`config.mk`:
```
export PLATFORM = sky130hd
export DESIGN_NAME = serRegPort
export DESIGN_NICKNAME = d
export VERILOG_FILES = /design/src/rtl/serRegPortPkg.sv /design/src/rtl/serRegPortDp.sv /design/src/rtl/serRegPortCtl.sv /design/src/rtl/serRegPort.sv
export SDC_FILE = /design/constraint.sdc
export NUM_CORES = 1
export LEC_CHECK = 0
export CAP_MARGIN = 20
export CORE_UTILIZATION = 35
export DETAILED_ROUTE_END_ITERATION = 12
export PLACE_DENSITY = 0.6
export SYNTH_ARGS = -nofsm -noshare
export SYNTH_HDL_FRONTEND = slang
export SYNTH_SLANG_ARGS = --single-unit
```
`constraint.sdc`:
```
create_clock -name clk -period 2.1 [get_ports clk]
set_input_delay 0.42 -clock clk [delete_from_list [all_inputs] [get_ports clk]]
set_output_delay 0.42 -clock clk [all_outputs]
set_load 0.02 [all_outputs]
```
`src/rtl/serRegPortPkg.sv`:
```
package serRegPortPkg;
  localparam int BYTE_W = 8;
  localparam int BIT_CNT_W = $clog2(BYTE_W);
  localparam int PAGE_BIT = 2;

  typedef enum logic [2:0] {
    MODE_PAIR_SLOT,
    MODE_PAIR_OVL,
    MODE_FIXED,
    MODE_RDWR_SLOT,
    MODE_RDWR_OVL
  } seqMode_t;

  typedef enum logic [1:0] {
    ST_HDR,
    ST_ADDR,
    ST_DATA,
    ST_DEAD
  } ctlState_t;

  typedef struct packed {
    logic              byteDone;
    logic              csIdle;
    logic [BYTE_W-1:0] rxByte;
  } dpStatus_t;

  typedef struct packed {
    logic              loadTx;
    logic              stopTx;
    logic [BYTE_W-1:0] txByte;
  } dpStrobe_t;
endpackage

```
`src/rtl/serRegPortDp.sv`:
```
module serRegPortDp
  import serRegPortPkg::*;
#(
  parameter int SYNC_STAGES = 2
) (
  input  logic      clk,
  input  logic      rstN,
  input  logic      csN,
  input  logic      sclk,
  input  logic      sdi,
  input  dpStrobe_t stb,
  output dpStatus_t sts,
  output logic      sdo,
  output logic      sdoEn
);
  localparam int TOP = SYNC_STAGES - 1;

  logic [TOP:0] csSync, sclkSync, sdiSync;
  logic sclkPrev;
  logic csIdle, sclkNow, sdiBit, rise, fall;
  logic [BIT_CNT_W-1:0] bitCnt;
  logic [BYTE_W-1:0] rxSr, txSr;
  logic txActive, sdoBit;

  // input synchronisers, depth chosen by parameter
  generate
    if (SYNC_STAGES > 1) begin : gSyncChain
      always_ff @(posedge clk or negedge rstN) begin
        if (!rstN) begin
          csSync   <= '1;
          sclkSync <= '0;
          sdiSync  <= '0;
        end else begin
          csSync   <= {csSync[TOP-1:0], csN};
          sclkSync <= {sclkSync[TOP-1:0], sclk};
          sdiSync  <= {sdiSync[TOP-1:0], sdi};
        end
      end
    end else begin : gSyncOne
      always_ff @(posedge clk or negedge rstN) begin
        if (!rstN) begin
          csSync   <= '1;
          sclkSync <= '0;
          sdiSync  <= '0;
        end else begin
          csSync   <= csN;
          sclkSync <= sclk;
          sdiSync  <= sdi;
        end
      end
    end
  endgenerate

  assign csIdle  = csSync[TOP];
  assign sclkNow = sclkSync[TOP];
  assign sdiBit  = sdiSync[TOP];
  assign rise    = sclkNow & ~sclkPrev & ~csIdle;
  assign fall    = ~sclkNow & sclkPrev & ~csIdle;

  always_ff @(posedge clk or negedge rstN) begin
    if (!rstN) sclkPrev <= 1'b0;
    else       sclkPrev <= sclkNow;
  end

  // receive side: MSB first, sampled on rising edge
  always_ff @(posedge clk or negedge rstN) begin
    if (!rstN) begin
      bitCnt <= '0;
      rxSr   <= '0;
    end else if (csIdle) begin
      bitCnt <= '0;
    end else if (rise) begin
      rxSr   <= {rxSr[BYTE_W-2:0], sdiBit};
      bitCnt <= bitCnt + 1'b1;
    end
  end

  assign sts.byteDone = rise && (bitCnt == BIT_CNT_W'(BYTE_W - 1));
  assign sts.csIdle   = csIdle;
  assign sts.rxByte   = {rxSr[BYTE_W-2:0], sdiBit};

  // transmit side: new bit presented after each falling edge
  always_ff @(posedge clk or negedge rstN) begin
    if (!rstN) begin
      txSr     <= '0;
      txActive <= 1'b0;
      sdoBit   <= 1'b0;
    end else if (csIdle) begin
      txActive <= 1'b0;
      sdoBit   <= 1'b0;
    end else if (stb.loadTx) begin
      txSr     <= stb.txByte;
      txActive <= 1'b1;
    end else begin
      if (stb.stopTx) txActive <= 1'b0;
      if (fall) begin
        sdoBit <= txSr[BYTE_W-1];
        txSr   <= {txSr[BYTE_W-2:0], 1'b0};
      end
    end
  end

  assign sdo   = sdoBit & txActive;
  assign sdoEn = txActive;

  p_quiet_idle_r8: assert property (@(posedge clk) disable iff (!rstN)
    csIdle |=> !sdoEn);
  p_tx_start_r8: assert property (@(posedge clk) disable iff (!rstN)
    $rose(txActive) |-> $past(stb.loadTx));
  p_sdo_on_fall_r8: assert property (@(posedge clk) disable iff (!rstN)
    (!$past(fall) && !$past(csIdle)) |-> $stable(sdoBit));
  p_load_on_byte_r8: assert property (@(posedge clk) disable iff (!rstN)
    stb.loadTx |-> sts.byteDone);
endmodule

```
`src/rtl/serRegPortCtl.sv`:
```
module serRegPortCtl
  import serRegPortPkg::*;
(
  input  logic              clk,
  input  logic              rstN,
  input  dpStatus_t         sts,
  input  logic [BYTE_W-1:0] regRdata,
  output dpStrobe_t         stb,
  output logic [BYTE_W-1:0] regAddr,
  output logic [BYTE_W-1:0] regWdata,
  output logic              regWe,
  output logic              regRe
);
  ctlState_t state;
  seqMode_t  mode, hdrMode;
  logic page, dirRd, firstPair, hdrValid;
  logic [BYTE_W-2:0] addrLo;
  logic isRdWr, isOvl, adrRead, fixedRd;
  logic [BYTE_W-1:0] hdrBase;

  assign hdrBase = sts.rxByte & ~(BYTE_W'(1) << PAGE_BIT);

  always_comb begin
    hdrValid = 1'b1;
    hdrMode  = MODE_PAIR_SLOT;
    case (hdrBase)
      8'h40:   hdrMode = MODE_PAIR_SLOT;
      8'h48:   hdrMode = MODE_PAIR_OVL;
      8'h43:   hdrMode = MODE_FIXED;
      8'h41:   hdrMode = MODE_RDWR_SLOT;
      8'h49:   hdrMode = MODE_RDWR_OVL;
      default: hdrValid = 1'b0;
    endcase
  end

  assign isRdWr  = (mode == MODE_RDWR_SLOT) || (mode == MODE_RDWR_OVL);
  assign isOvl   = (mode == MODE_PAIR_OVL) || (mode == MODE_RDWR_OVL);
  assign adrRead = isRdWr ? firstPair : sts.rxByte[BYTE_W-1];
  assign fixedRd = (mode == MODE_FIXED) && dirRd;

  always_comb begin
    stb      = '0;
    regWe    = 1'b0;
    regRe    = 1'b0;
    regWdata = sts.rxByte;
    regAddr  = {page, (state == ST_ADDR) ? sts.rxByte[BYTE_W-2:0] : addrLo};
    stb.txByte = regRdata;
    if (sts.byteDone) begin
      case (state)
        ST_ADDR: begin
          regRe      = adrRead;
          stb.loadTx = adrRead;
          stb.stopTx = !adrRead;
        end
        ST_DATA: begin
          regWe      = !dirRd;
          regRe      = fixedRd;
          stb.loadTx = fixedRd;
          stb.stopTx = !fixedRd;
        end
        default: stb.stopTx = 1'b1;
      endcase
    end
  end

  always_ff @(posedge clk or negedge rstN) begin
    if (!rstN) begin
      state     <= ST_HDR;
      mode      <= MODE_PAIR_SLOT;
      page      <= 1'b0;
      dirRd     <= 1'b0;
      firstPair <= 1'b0;
      addrLo    <= '0;
    end else if (sts.csIdle) begin
      state     <= ST_HDR;
      firstPair <= 1'b0;
    end else if (sts.byteDone) begin
      case (state)
        ST_HDR: begin
          if (hdrValid) begin
            mode      <= hdrMode;
            page      <= sts.rxByte[PAGE_BIT];
            firstPair <= 1'b1;
            state     <= ST_ADDR;
          end else begin
            state <= ST_DEAD;
          end
        end
        ST_ADDR: begin
          dirRd     <= adrRead;
          addrLo    <= sts.rxByte[BYTE_W-2:0];
          firstPair <= 1'b0;
          state     <= (adrRead && isOvl) ? ST_ADDR : ST_DATA;
        end
        ST_DATA: state <= (mode == MODE_FIXED) ? ST_DATA : ST_ADDR;
        default: state <= ST_DEAD;
      endcase
    end
  end

  p_we_re_excl_r10: assert property (@(posedge clk) disable iff (!rstN)
    !(regWe && regRe));
  p_we_pulse_r10: assert property (@(posedge clk) disable iff (!rstN)
    regWe |=> !regWe);
  p_dead_quiet_r1: assert property (@(posedge clk) disable iff (!rstN)
    (state == ST_DEAD) |-> (!regWe && !regRe && !stb.loadTx));
  p_hdr_no_access_r1: assert property (@(posedge clk) disable iff (!rstN)
    (state == ST_HDR) |-> (!regWe && !regRe));
endmodule

```
`src/rtl/serRegPort.sv`:
```
module serRegPort
  import serRegPortPkg::*;
#(
  parameter int SYNC_STAGES = 2
) (
  input  logic       clk,
  input  logic       rstN,
  input  logic       csN,
  input  logic       sclk,
  input  logic       sdi,
  output logic       sdo,
  output logic       sdoEn,
  output logic [7:0] regAddr,
  output logic       regWe,
  output logic [7:0] regWdata,
  output logic       regRe,
  input  logic [7:0] regRdata
);
  dpStatus_t sts;
  dpStrobe_t stb;

  serRegPortDp #(.SYNC_STAGES(SYNC_STAGES)) uDp (
    .clk(clk), .rstN(rstN), .csN(csN), .sclk(sclk), .sdi(sdi),
    .stb(stb), .sts(sts), .sdo(sdo), .sdoEn(sdoEn)
  );

  serRegPortCtl uCtl (
    .clk(clk), .rstN(rstN), .sts(sts), .regRdata(regRdata), .stb(stb),
    .regAddr(regAddr), .regWdata(regWdata), .regWe(regWe), .regRe(regRe)
  );
endmodule

```
# Word level (Yosys, flattened, before mapping)
# Index checks and enable logic that the tools add are counted.
# W data, S select, Z words.
# op_classes
mux	30
n_addsub	1
reduce_logical	23
n_eq_ne	14
n_bitwise	8
# op_table
cell	n
$eq A7 B6 Y1 const B	5
$mux W8	2
$mux W1	14
$mux W2	6
$pmux W3 S4	1
$reduce_and A2 Y1	4
$reduce_bool A2 Y1	4
$mux W7	1
$eq A3 B2 Y1 const B	2
$eq A3 B3 Y1 const B	2
$mux W3	2
$pmux W1 S2	3
$pmux W2 S3	1
$reduce_and A3 Y1	2
$reduce_bool A3 Y1	2
$and A1 B1 Y1	5
$reduce_or A5 Y1	1
$reduce_and A4 Y1	1
$add A3 B1 Y3 const B	1
$eq A3 B1 Y1 const B	1
$logic_and A1 B1 Y1	3
$logic_not A1 Y1	3
$ne A3 B2 Y1 const B	1
$not A1 Y1	3
other kinds (5)	6
# word_totals
register_bits	42
input_bits	13

# Depth between registers and ports, before layout
# Gate-level depths: netlist of run 1.
# logic_depth
ltp_word	9
ltp_mapped	8
ltp_nobuf	7

# Modules after synthesis
# A second synthesis of run 1 with hierarchy kept.
# unflattened
cells_unflattened	187
area_unflattened_um2	2265.9
# modules_own_cells
mod	n_inst	area_per_inst_um2	cells_each
serRegPortDp	1	1171.1	77
serRegPortCtl	1	1094.8	110

# Least setup slack after synthesis of run 1
# No wires, ideal clock.
# synth_path
path_kind	register to output
from	reg uDp.sclkPrev
to	out regWe
stages_incl_launch_ff	7
required_time_ns	1.680
n_path_buf	2
setup_slack_ns	-0.092
arrival_time_ns	1.772
path_cell_list	dfrtp_1 > nand2b_1 > clkbuf_1 > nor2_2 > nand2_1 > clkbuf_1 > nor3b_1
# synth_via
elab_chain_cells	5
# synth_lines
item	line	rtl
from (decl)	serRegPortDp.sv:19	logic sclkPrev;
from (signal assigned)	serRegPortDp.sv:62	else sclkPrev <= sclkNow;
$not A1 Y1	serRegPortDp.sv:57	assign rise = sclkNow & ~sclkPrev & ~csIdle;
$and A1 B1 Y1 (2 in series)	serRegPortDp.sv:57	
$logic_and A1 B1 Y1	serRegPortDp.sv:78	assign sts.byteDone = rise && (bitCnt == BIT_CNT_W'(BYTE_W - 1));
$mux W1	serRegPortCtl.sv:48	if (sts.byteDone) begin
to (decl)	serRegPort.sv:14	output logic regWe,
# No other way between the ends.

# Worst setup path after layout of run 1
# layout_path
from	reg uCtl.state[1]
to	out regRe
# layout_via
elab_chain_cells	3
elab_cells_between_ends	4
classes_between	eq/ne (2); mux (2)
# layout_lines
item	line	rtl
from (decl)	serRegPortCtl.sv:14	ctlState_t state;
from (signal assigned)	serRegPortCtl.sv:93	state <= (adrRead && isOvl) ? ST_ADDR : ST_DATA;
from (signal assigned)	serRegPortCtl.sv:95	ST_DATA: state <= (mode == MODE_FIXED) ? ST_DATA : ST_ADDR;
$eq A2 B2 Y1 / $eq A2 B1 Y1 (equally long branches)	serRegPortCtl.sv:49	case (state)
$pmux W1 S2 (*)	serRegPortCtl.sv:49	
$mux W1 (*)	serRegPortCtl.sv:48	
to (decl)	serRegPort.sv:16	output logic regRe,
# Mark *: on every way between the ends. The rest lies on a longest branch, timed or not.

==> results.toml, run 1 <==
[worst_setup_path]
max_stage_delay_ns = 0.42
criticalPathCategory = "register to output pin"
reg2reg_slack_ns = 0.16
worstPathRequired_ns = 1.68
crit_arrival_ns = 1.74
cp_max_fo = 3
critPathBufInv = 2
path_delay_family = "flip-flops"
cp_slowest_cell = "dfrtp_1"
startpoint_type = "register"
end_kind = "output pin"
cp_cell_sequence = "ha_4 -> and4bb_2 -> a211oi_2 -> a21oi_2 -> nand3_2 -> inv_2 -> buf_6"

[clocking]
numCtsBuffers = 5
h-tree-depth = 2
clockBufferDepth = 2
cts_sinks = 42
clockRootBuffer = "clkbuf_8"
cts_tree = "yes"
clock_latency_ns = 0.29
path_clk_slew_ns = 0.08

[synth]
syn_area_um2 = 2120
avgSynthCellArea_um2 = 11.1
synth_edf_count = 0
synth_nets = 211
synth_top_area_share_pct = 47.1
ys_seq_area_share_pct = 49.6
yosysMostFrequentCell = "dfrtp_1"
synth-async-reset-ratio_pct = 100
synthFlopType = "dfrtp_1"
synthTopCellsByArea = "dfrtp_1 47%, mux2_2 7.4%, nand2_1 4.9%"
yosys.cell_types.count = 46
synth.top_cells.by_count = "40 x dfrtp_1, 28 x nand2_1, 14 x mux2_2"
yosysTopAreaCell = "dfrtp_1"
synth_cells = 192
synth.yosys.warnings = 0
ys_ff_latch = 42

[layout]
fillers = 538
ff_latch_area_um2 = 1050
drive_above_1_share_pct = 35.1
final_core_util_pct = 48.5
nNetsFinal = 263
n_antenna_cell = 0
areaGrowthSynthToFinish_pct = 34.5
multi_input_area_um2 = 1010
finalInstanceArea_um2 = 2860

[timing]
min_period_ns = 2.16
finalClockSkew_ns = 0.00759
fin_ws_ns = -0.0595
fmax_ghz = 0.463
max-slew-margin-rel_pct = 60.7
worst_pin_slew_ns = 0.575
rsz0062_at_grt = "true"
hold_viol = 0
post-route-period-util_pct = 103
slew_viol_final = 0
setup_viol = 2

[global_routing]
antenna_found_initial = 0
grt_usage_pct = 15.9
grt-ovfl-total = 0
grt_pass1_wl_um = 7690
grt_pass1_vias = 1598
grt_max_degree = 24

[floorplanning]
initial_utilization_pct = 36.1
num_rows = 28
design.die.area_um2 = 6380
ios = 33
die_x_um = 79.9
core_area_um2 = 5890
die_h_um = 79.9

[route]
drc = 0
wl_um = 4470
first_pass_iters = 4
num_vias = 1572
routedWlPerCell_um = 14.0
ant_nets = 0
vias_per_cell = 4.91
drt-initial-drc-count = 70

[placement]
io_buffers = 32
gp_congestion = 0.739
place_hpwl_um = 3100
placed_cell_area_um2 = 2640

[flow_run]
cap_viol_max_count = 0

[hold_path]
hold_class = "input port to async pin"

[pwr]
power_density_nw_per_um2 = 744
p_leak_nw = 1.30
irDropWorstVdd_mv = 0.377

[outcome]
violations = "negative setup slack"
status = "finished with violations"
power breakdown:
group | switching (mW) | leakage [nW] | internal (mW)
logic | 0.204 | 0.695 | 0.250
registers | 0.103 | 0.547 | 0.901
clock network | 0.278 | 0.0585 | 0.388
total | 0.585 | 1.30 | 1.54
flip-flops by register name (all words and copies together) (netlist names), 2 cells and up:
| name | flops |
|---|---|
| uDp.bitCnt | 3 |
| uDp.csSync | 2 |
| uDp.sdiSync | 2 |
| uDp.sclkSync | 2 |
| uCtl.addrLo | 7 |
| uDp.rxSr | 7 |
| uDp.txSr | 8 |
| uCtl.mode | 3 |
| uCtl.state | 2 |
layer usage:
layer | global-route usage (%) | wire length, µm
met2 | 24.8 | 2120
met4 | 7.14 | 54
met5 | 0 | 0
met3 | 3.09 | 130
met1 | 21.2 | 2170
metrics by stage:
| stage | TNS, ns | hold WS [ns] | total power [mW] | worst slack (ns) | cells |
|---|---|---|---|---|---|
| floorplan | 0 | 0.124 | 1.31 | 0.0965 | 192 |
| global placement | -0.499 | 0.333 | 1.47 | -0.175 | 308 |
| detailed placement | -0.511 | 0.341 | 1.48 | -0.214 | 308 |
| CTS | -0.0694 | 0.109 | 2.14 | -0.0678 | 319 |
| global route | -0.254 | 0.129 | 2.23 | -0.155 | 320 |
| finish | -0.0890 | 0.105 | 2.12 | -0.0595 | 320 |
placed cells by master (no fill, tap or decap), types with 2 or more instances in the layout:
master	n
o31ai_1	2
inv_1	4
nand3b_1	3
xor2_1	2
dfstp_2	2
o22ai_1	2
a21oi_1	6
nand3_1	2
clkbuf_8	6
dfrtp_1	40
nor2_1	7
nand2b_1	4
nor2b_1	3
mux2_2	7
buf_6	10
mux2_4	7
o21ai_0	5
nand2_1	28
clkdlybuf4s50_1	22
a21o_1	2
nor3b_1	2
and4bb_2	2
inv_2	2
o221a_2	7
mux2i_1	3
ha_1	4
ha_4	2
or3_1	8
buf_4	25
final cells by class:
| type | count | area share, % |
|---|---|---|
| clock buffer | 7 | 3.02 |
| clock inverter | 1 | 1.05 |
| inverter | 7 | 1.01 |
| multi-input combinational | 128 | 35.3 |
| sequential | 42 | 36.9 |
| tap | 75 | 3.29 |
| timing repair buffer | 60 | 19.5 |
worst paths after layout:
check / startpoint / to / depth (start not counted)
setup / recovery: uCtl.state[1] / regRe / 7
hold / removal: rstN / uDp.txSr[5] / 1
setup reg to reg: uCtl.state[1] / uDp.txSr[1] / 7
hold reg to reg: uDp.csSync[0] / uDp.csSync[1] / 0
max in group asynchronous: rstN / uDp.csSync[0] / 2
min in group clk: uDp.csSync[0] / uDp.csSync[1] / 0
kinds of logic (layout without fill, tap and decap cells):
logic type | count (synthesis) | after routing | synth area share [%]
mux | 18 | 18 | 9.37
simple gates | 70 | 70 | 18.7
fa+ha+maj | 6 | 6 | 3.54
xor+xnor | 2 | 2 | 0.825
flops | 42 | 42 | 49.6
buf+inv | 22 | 75 | 5.60
compound gates | 32 | 32 | 12.3
repair_timing:
action,CTS,global route
hold buffers,0,0
pin swaps,4,4
endpoints found under the setup margin,9,9
cloned,0,0
buffers inserted,3,1
resized for setup,45,23
worst reg2reg max path, delay by kind of cell, from the launching register on:
family	cells	cell delay [ns]
flip-flops	1	0.42
buffers and inverters	1	0.15
adder cells (fa/ha/maj)	1	0.17
AO/OA/AOI/OAI	4	0.84
AND/OR/NAND/NOR	1	0.25
Note: power is estimated with default switching activity, not from simulation.
==> run 2: changes to the inputs <==
Settings changed: CELL_PAD_IN_SITES_DETAIL_PLACEMENT set to 1, CELL_PAD_IN_SITES_GLOBAL_PLACEMENT set to 2, PLACE_DENSITY 0.6 to 0.83.
==> run 2 against run 1 <==
Net effect:
- fmax is 1.6% higher
- largest cell class unchanged
- combinational power grew 4%
- critical endpoint unchanged
- wire length up 12%
- the flow still finishes with violations (negative setup slack)
- non-clock buffer count rose by 1
- cell count up 0.31%
- utilization down 1.8 points
- largest power group unchanged
==> results.toml, run 2 (synthesis gave the netlist of run 1 again) <==
[outcome]
status = "finished with violations"
violations = "negative setup slack"

[global_routing]
grt_max_degree = 43
gr-usage-met3_pct = 2.40
grtUsageMet1_pct = 22.8
met2_usage_pct = 29.4
grt_pass1_wl_um = 8460
grt_pass1_vias = 1696
grt_usage_pct = 17.4
grt-busiest-layer = "met2"
grt-ovfl-total = 0
antenna_found_initial = 0

[worst_setup_path]
startpoint_type = "register"
crit_arrival_ns = 1.71
worstPathRequired_ns = 1.68
cp_max_fo = 3
criticalPathCategory = "register to output pin"
end_kind = "output pin"

[pwr]
irDropWorstVdd_mv = 0.506
p_leak_nw = 1.28
p_clk_share_pct = 25.3
swShare_pct = 29.3
p_int_mw = 1.39
p_sw_mw = 0.577
power_density_nw_per_um2 = 716
total_power_mw = 1.97
p_comb_share_pct = 24.0
seqPwrFrac_pct = 50.7

[layout]
drive_above_1_share_pct = 35.4
fillers = 671
final_core_util_pct = 46.7
layoutNonFillerInstCount = 321
largest_reg_flops = 8
final_cell_mix = "40 x dfrtp_1, 28 x nand2_1, 28 x buf_4"
largestRegisters = "uDp.txSr x8, uCtl.addrLo x7, uDp.rxSr x7"
final_common_cell = "dfrtp_1"
top_register = "uDp.txSr"
n_antenna_cell = 0
areaGrowthSynthToFinish_pct = 29.5
finalInstanceArea_um2 = 2750
nNetsFinal = 264

[floorplanning]
die_x_um = 79.9
die_h_um = 79.9
num_rows = 28
ios = 33
design.die.area_um2 = 6380
initial_utilization_pct = 36.1
core_area_um2 = 5890

[timing]
min_period_ns = 2.13
post-route-period-util_pct = 101
fin_ws_ns = -0.0256
fmax_ghz = 0.470
max-slew-margin-rel_pct = 61.3
setup_viol = 2
slew_viol_final = 0
finalClockSkew_ns = 0.00657
worst_pin_slew_ns = 0.565
hold_viol = 0
rsz0062_at_grt = "true"

[placement]
gp_congestion = 0.718
place_hpwl_um = 3600
io_buffers = 32
placed_cell_area_um2 = 2650
place_ws_ns = -0.217
dpl.cell_count = 309

[route]
wl_um = 5010
first_pass_iters = 4
drc = 0
num_vias = 1608
drt-initial-drc-count = 58
ant_nets = 0
vias_per_cell = 5.01
routedWlPerCell_um = 15.6

[clocking]
clock_latency_ns = 0.29
clockBufferDepth = 2
cts_tree = "yes"
path_clk_slew_ns = 0.07
h-tree-depth = 2
clockRootBuffer = "clkbuf_8"
cts_sinks = 42
numCtsBuffers = 5

[flow_run]
cap_viol_max_count = 0

[hold_path]
hold_class = "input port to async pin"
-- run 2: cell types whose count changed in the layout (fill, tap and decap cells not counted), moves of 2 or more --
cell      before  now
buf_2          1    8
clkbuf_1       1    3
mux2_4         7    1
mux2_2         7   13
buf_6         10    2
buf_4         25   28
-- run 2: path summary, 6_finish.rpt --
kind / startpoint / end / slack (ns) / depth (start not counted)
setup / recovery: uCtl.state[0] / regRe / -0.03 / 8
hold / removal: rstN / uDp.txSr[7] / 0.18 / 2
setup reg to reg: uCtl.state[0] / uDp.txSr[3] / 0.09 / 9
hold reg to reg: uDp.csSync[0] / uDp.csSync[1] / 0.36 / 0
max in group asynchronous: rstN / uDp.csSync[0] / 1.53 / 2
min in group clk: uDp.csSync[0] / uDp.csSync[1] / 0.36 / 0
-- run 2: metrics by stage --
stage                     hold WS (ns)  setup TNS [ns]
after floorplan                  0.124               0
after detailed placement         0.338           -1.02
after global placement           0.332          -0.829
final                            0.185         -0.0257
after global routing             0.235          -0.320
after CTS                        0.218         -0.0372
-- run 2: layout make-up --
cell class	instances	area, µm²	share of cell area [%]
Inverter	7	28.8	1.05
Multi-Input combinational cell	128	980	35.6
Sequential cell	42	1050	38.3
Clock buffer	8	80.1	2.91
Tap cell	75	93.8	3.41
Timing Repair Buffer	61	513	18.7
-- run 2: worst max-delay path: stages (launching register included) --
cell      delay (ns)
dfrtp_1         0.39
inv_2           0.06
ha_2            0.17
and4bb_2        0.27
a211oi_2        0.08
a21oi_2         0.18
nand3_2         0.11
inv_2           0.06
buf_6           0.11
-- run 2: power groups by stage --
stage / combinational, mW / clock, mW / sequential, mW
6_report: 0.472 / 0.497 / 0.997
5_1_grt: 0.510 / 0.550 / 1.02
4_1_cts: 0.481 / 0.520 / 0.998
3_5_place_dp: 0.476 / 0 / 1.01
3_3_place_gp: 0.464 / 0 / 1.01
2_1_floorplan: 0.323 / 0 / 0.986
-- run 2: repair_timing --
item,4_1_cts,5_1_grt
pin swaps,3,2
hold buffers,0,0
gates resized for setup,44,6
gates cloned,0,0
buffers inserted,2,2
setup endpoints to repair,9,2
-- run 2: layer usage --
metal | share of wire [%] | vias up
met2 | 51 | 21
met4 | 1.4 | 0
met1 | 46 | 804
met5 | 0 | -
met3 | 1.8 | 5
li1 | - | 778
==> run 3: changes to the inputs <==
Settings changed: PLACE_DENSITY 0.83 to 0.81, SYNTH_HIERARCHICAL set to 1.
Clock period 2.1 ns to 2.4 ns, I/O delays scaled along.
==> run 3 against run 2 <==
Net effect:
- die area grew 6.6%
- global-route usage down 2.1 points
- clock power increased by 13%
- synthesized cell count shrank 2.6%
- non-clock buffer count down 10
- hold slack worse by 0.069 ns
- design area rose by 0.14%
- the run now ends clean
- wire length fell by 11%
- highest routed layer unchanged
- cell count is 7.5% lower
==> results.toml, run 3 <==
[outcome]
status = "complete, no violations"

[pwr]
p_comb_share_pct = 23.0
p_int_mw = 1.36
p_clk_share_pct = 29.3
p_leak_nw = 1.29
irDropWorstVdd_mv = 0.396
p_sw_mw = 0.554
seqPwrFrac_pct = 47.6
power_density_nw_per_um2 = 697
swShare_pct = 28.9

[synth]
synth-async-reset-ratio_pct = 100
yosysMostFrequentCell = "dfrtp_1"
ys_ff_latch = 42
yosys.cell_types.count = 42
ys_seq_area_share_pct = 46.5
synthFlopType = "dfrtp_1"
synth.yosys.warnings = 6
avgSynthCellArea_um2 = 12.1
yosysTopAreaCell = "dfrtp_1"
synth_nets = 206
synth_edf_count = 0
synth.top_cells.by_count = "40 x dfrtp_1, 29 x mux2_2, 20 x buf_4"
synth_cells = 187
syn_area_um2 = 2270
synth_top_area_share_pct = 44.2
synthTopCellsByArea = "dfrtp_1 44%, mux2_2 14%, buf_4 6.6%"

[floorplanning]
die_h_um = 82.5
core_area_um2 = 6100
die_x_um = 82.5
initial_utilization_pct = 37.2
num_rows = 28
design.die.area_um2 = 6800
ios = 33

[route]
drt-initial-drc-count = 43
ant_nets = 0
vias_per_cell = 4.92
drc = 0
num_vias = 1461
first_pass_iters = 4
routedWlPerCell_um = 15.0
wl_um = 4450

[global_routing]
grt_pass1_vias = 1558
antenna_found_initial = 0
grt_pass1_wl_um = 7540
grt_max_degree = 21
grt-ovfl-total = 0
grt_usage_pct = 15.3

[timing]
fin_ws_ns = 0.0978
finalClockSkew_ns = 0.00942
rsz0062_at_grt = "false"
fmax_ghz = 0.434
worst_pin_slew_ns = 0.447
max-slew-margin-rel_pct = 70.2
post-route-period-util_pct = 95.9
slew_viol_final = 0
setup_viol = 0
setup_tns_ns = 0
hold_viol = 0
min_period_ns = 2.30

[worst_setup_path]
crit_arrival_ns = 1.82
cp_max_fo = 5
startpoint_type = "register"
criticalPathCategory = "register to output pin"
max_stage_delay_ns = 0.50
end_kind = "output pin"
critPathBufInv = 1
cp_slowest_cell = "or4b_1"
path_delay_family = "simple AND/OR/NAND/NOR gates"
worstPathRequired_ns = 1.92
cp_cell_sequence = "or4b_1 -> o31ai_1 -> a21oi_2 -> a41o_1 -> buf_2"

[clocking]
hold_buffers = 0
clockRootBuffer = "clkbuf_8"
cts_sinks = 42
cts_tree = "yes"
h-tree-depth = 2
numCtsBuffers = 5
path_clk_slew_ns = 0.09
clock_latency_ns = 0.30
clockBufferDepth = 2

[layout]
final_common_cell = "dfrtp_1"
top_register = "uDp/txSr"
final_cell_mix = "39 x dfrtp_1, 29 x mux2_2, 22 x clkdlybuf4s50_1"
drive_above_1_share_pct = 35.1
n_antenna_cell = 0
largestRegisters = "uDp/txSr x8, uCtl/addrLo x7, uDp/rxSr x7"
largest_reg_flops = 8
nNetsFinal = 240
areaGrowthSynthToFinish_pct = 21.5
fillers = 674

[placement]
place_ws_ns = 0.0279
place_hpwl_um = 3390
gp_congestion = 0.744
io_buffers = 32

[flow_run]
cap_viol_max_count = 0

[hold_path]
hold_class = "input port to async pin"
[run 3: cell types whose count changed after synthesis, moves of 3 or more]
cell,delta
o21ai_0,+4
mux2_2,+15
clkbuf_1,-3
o221a_2,-7
buf_4,+11
or3_1,-8
nand2_1,-21
mux2_4,+7
[run 3: final timing paths]
kind | from | endpoint | slack (ns) | cells after the start
worst max register to register | uCtl/mode[1] | uDp/txSr[4] | 0.1 | 8
worst max-delay path | uCtl/mode[1] | regRe | 0.1 | 5
worst min-delay path | rstN | uDp/sdiSync[0] | 0.12 | 1
min in group clk | uDp/csSync[0] | uDp/csSync[1] | 0.36 | 0
worst min register to register | uDp/csSync[0] | uDp/csSync[1] | 0.36 | 0
max in group asynchronous | rstN | uDp/csSync[1] | 1.67 | 2
[run 3: layout make-up]
class	count	area (µm²)	share of cell area, %
multi-input cells	113	1000	36.4
well taps	75	93.8	3.41
clock inverters	3	45.0	1.64
repair buffers	51	459	16.7
clock buffers	5	68.8	2.50
flip-flops and latches	42	1050	38.3
inverters	8	30.0	1.09
[run 3: metrics by stage]
step	hold WS [ns]	power (mW)	utilization, %	cell area (µm²)	instances
global placement	0.332	1.36	42.9	2610	287
finish	0.116	1.92	45.2	2750	297
floorplan	0.184	1.24	-	2270	187
global route	0.139	2.02	45.2	2750	297
detailed placement	0.342	1.37	42.9	2610	287
CTS	0.114	1.95	44.5	2710	295
[run 3: metal layers]
| metal | global-route usage [%] | share of wire (%) | wire (µm) | vias up |
|---|---|---|---|---|
| li1 | - | - | - | 706 |
| met1 | 19.4 | 46 | 2060 | 734 |
| met2 | 25.0 | 50 | 2210 | 17 |
| met3 | 2.97 | 2.3 | 101 | 4 |
| met4 | 7.02 | 1.9 | 84 | 0 |
| met5 | 0 | 0 | 0 | - |
[run 3: repair_timing]
action                     4_1_cts  5_1_grt
setup endpoints to repair       14        7
setup buffers                    0        2
hold endpoints to repair         0        0
pin swaps                        1        1
resized for setup               13        4
[run 3: logic make-up (layout without fill, tap and decap cells)]
kind of cell,Yosys count,after routing,synth area share [%]
multiplexers,38,38,19.9
buffers and inverters,32,67,9.72
AO/OA/AOI/OAI,28,28,8.56
XOR/XNOR,2,2,0.773
flip-flops,42,42,46.5
AND/OR/NAND/NOR,39,39,11.2
adder cells (fa/ha/maj),6,6,3.31
[run 3: power by group through the flow]
stage	Sequential (mW)	Clock, mW	Combinational [mW]
final	0.914	0.563	0.442
after global routing	0.939	0.609	0.476
after global placement	0.925	0	0.433
after floorplan	0.888	0	0.347
after CTS	0.918	0.586	0.448
after detailed placement	0.931	0	0.444
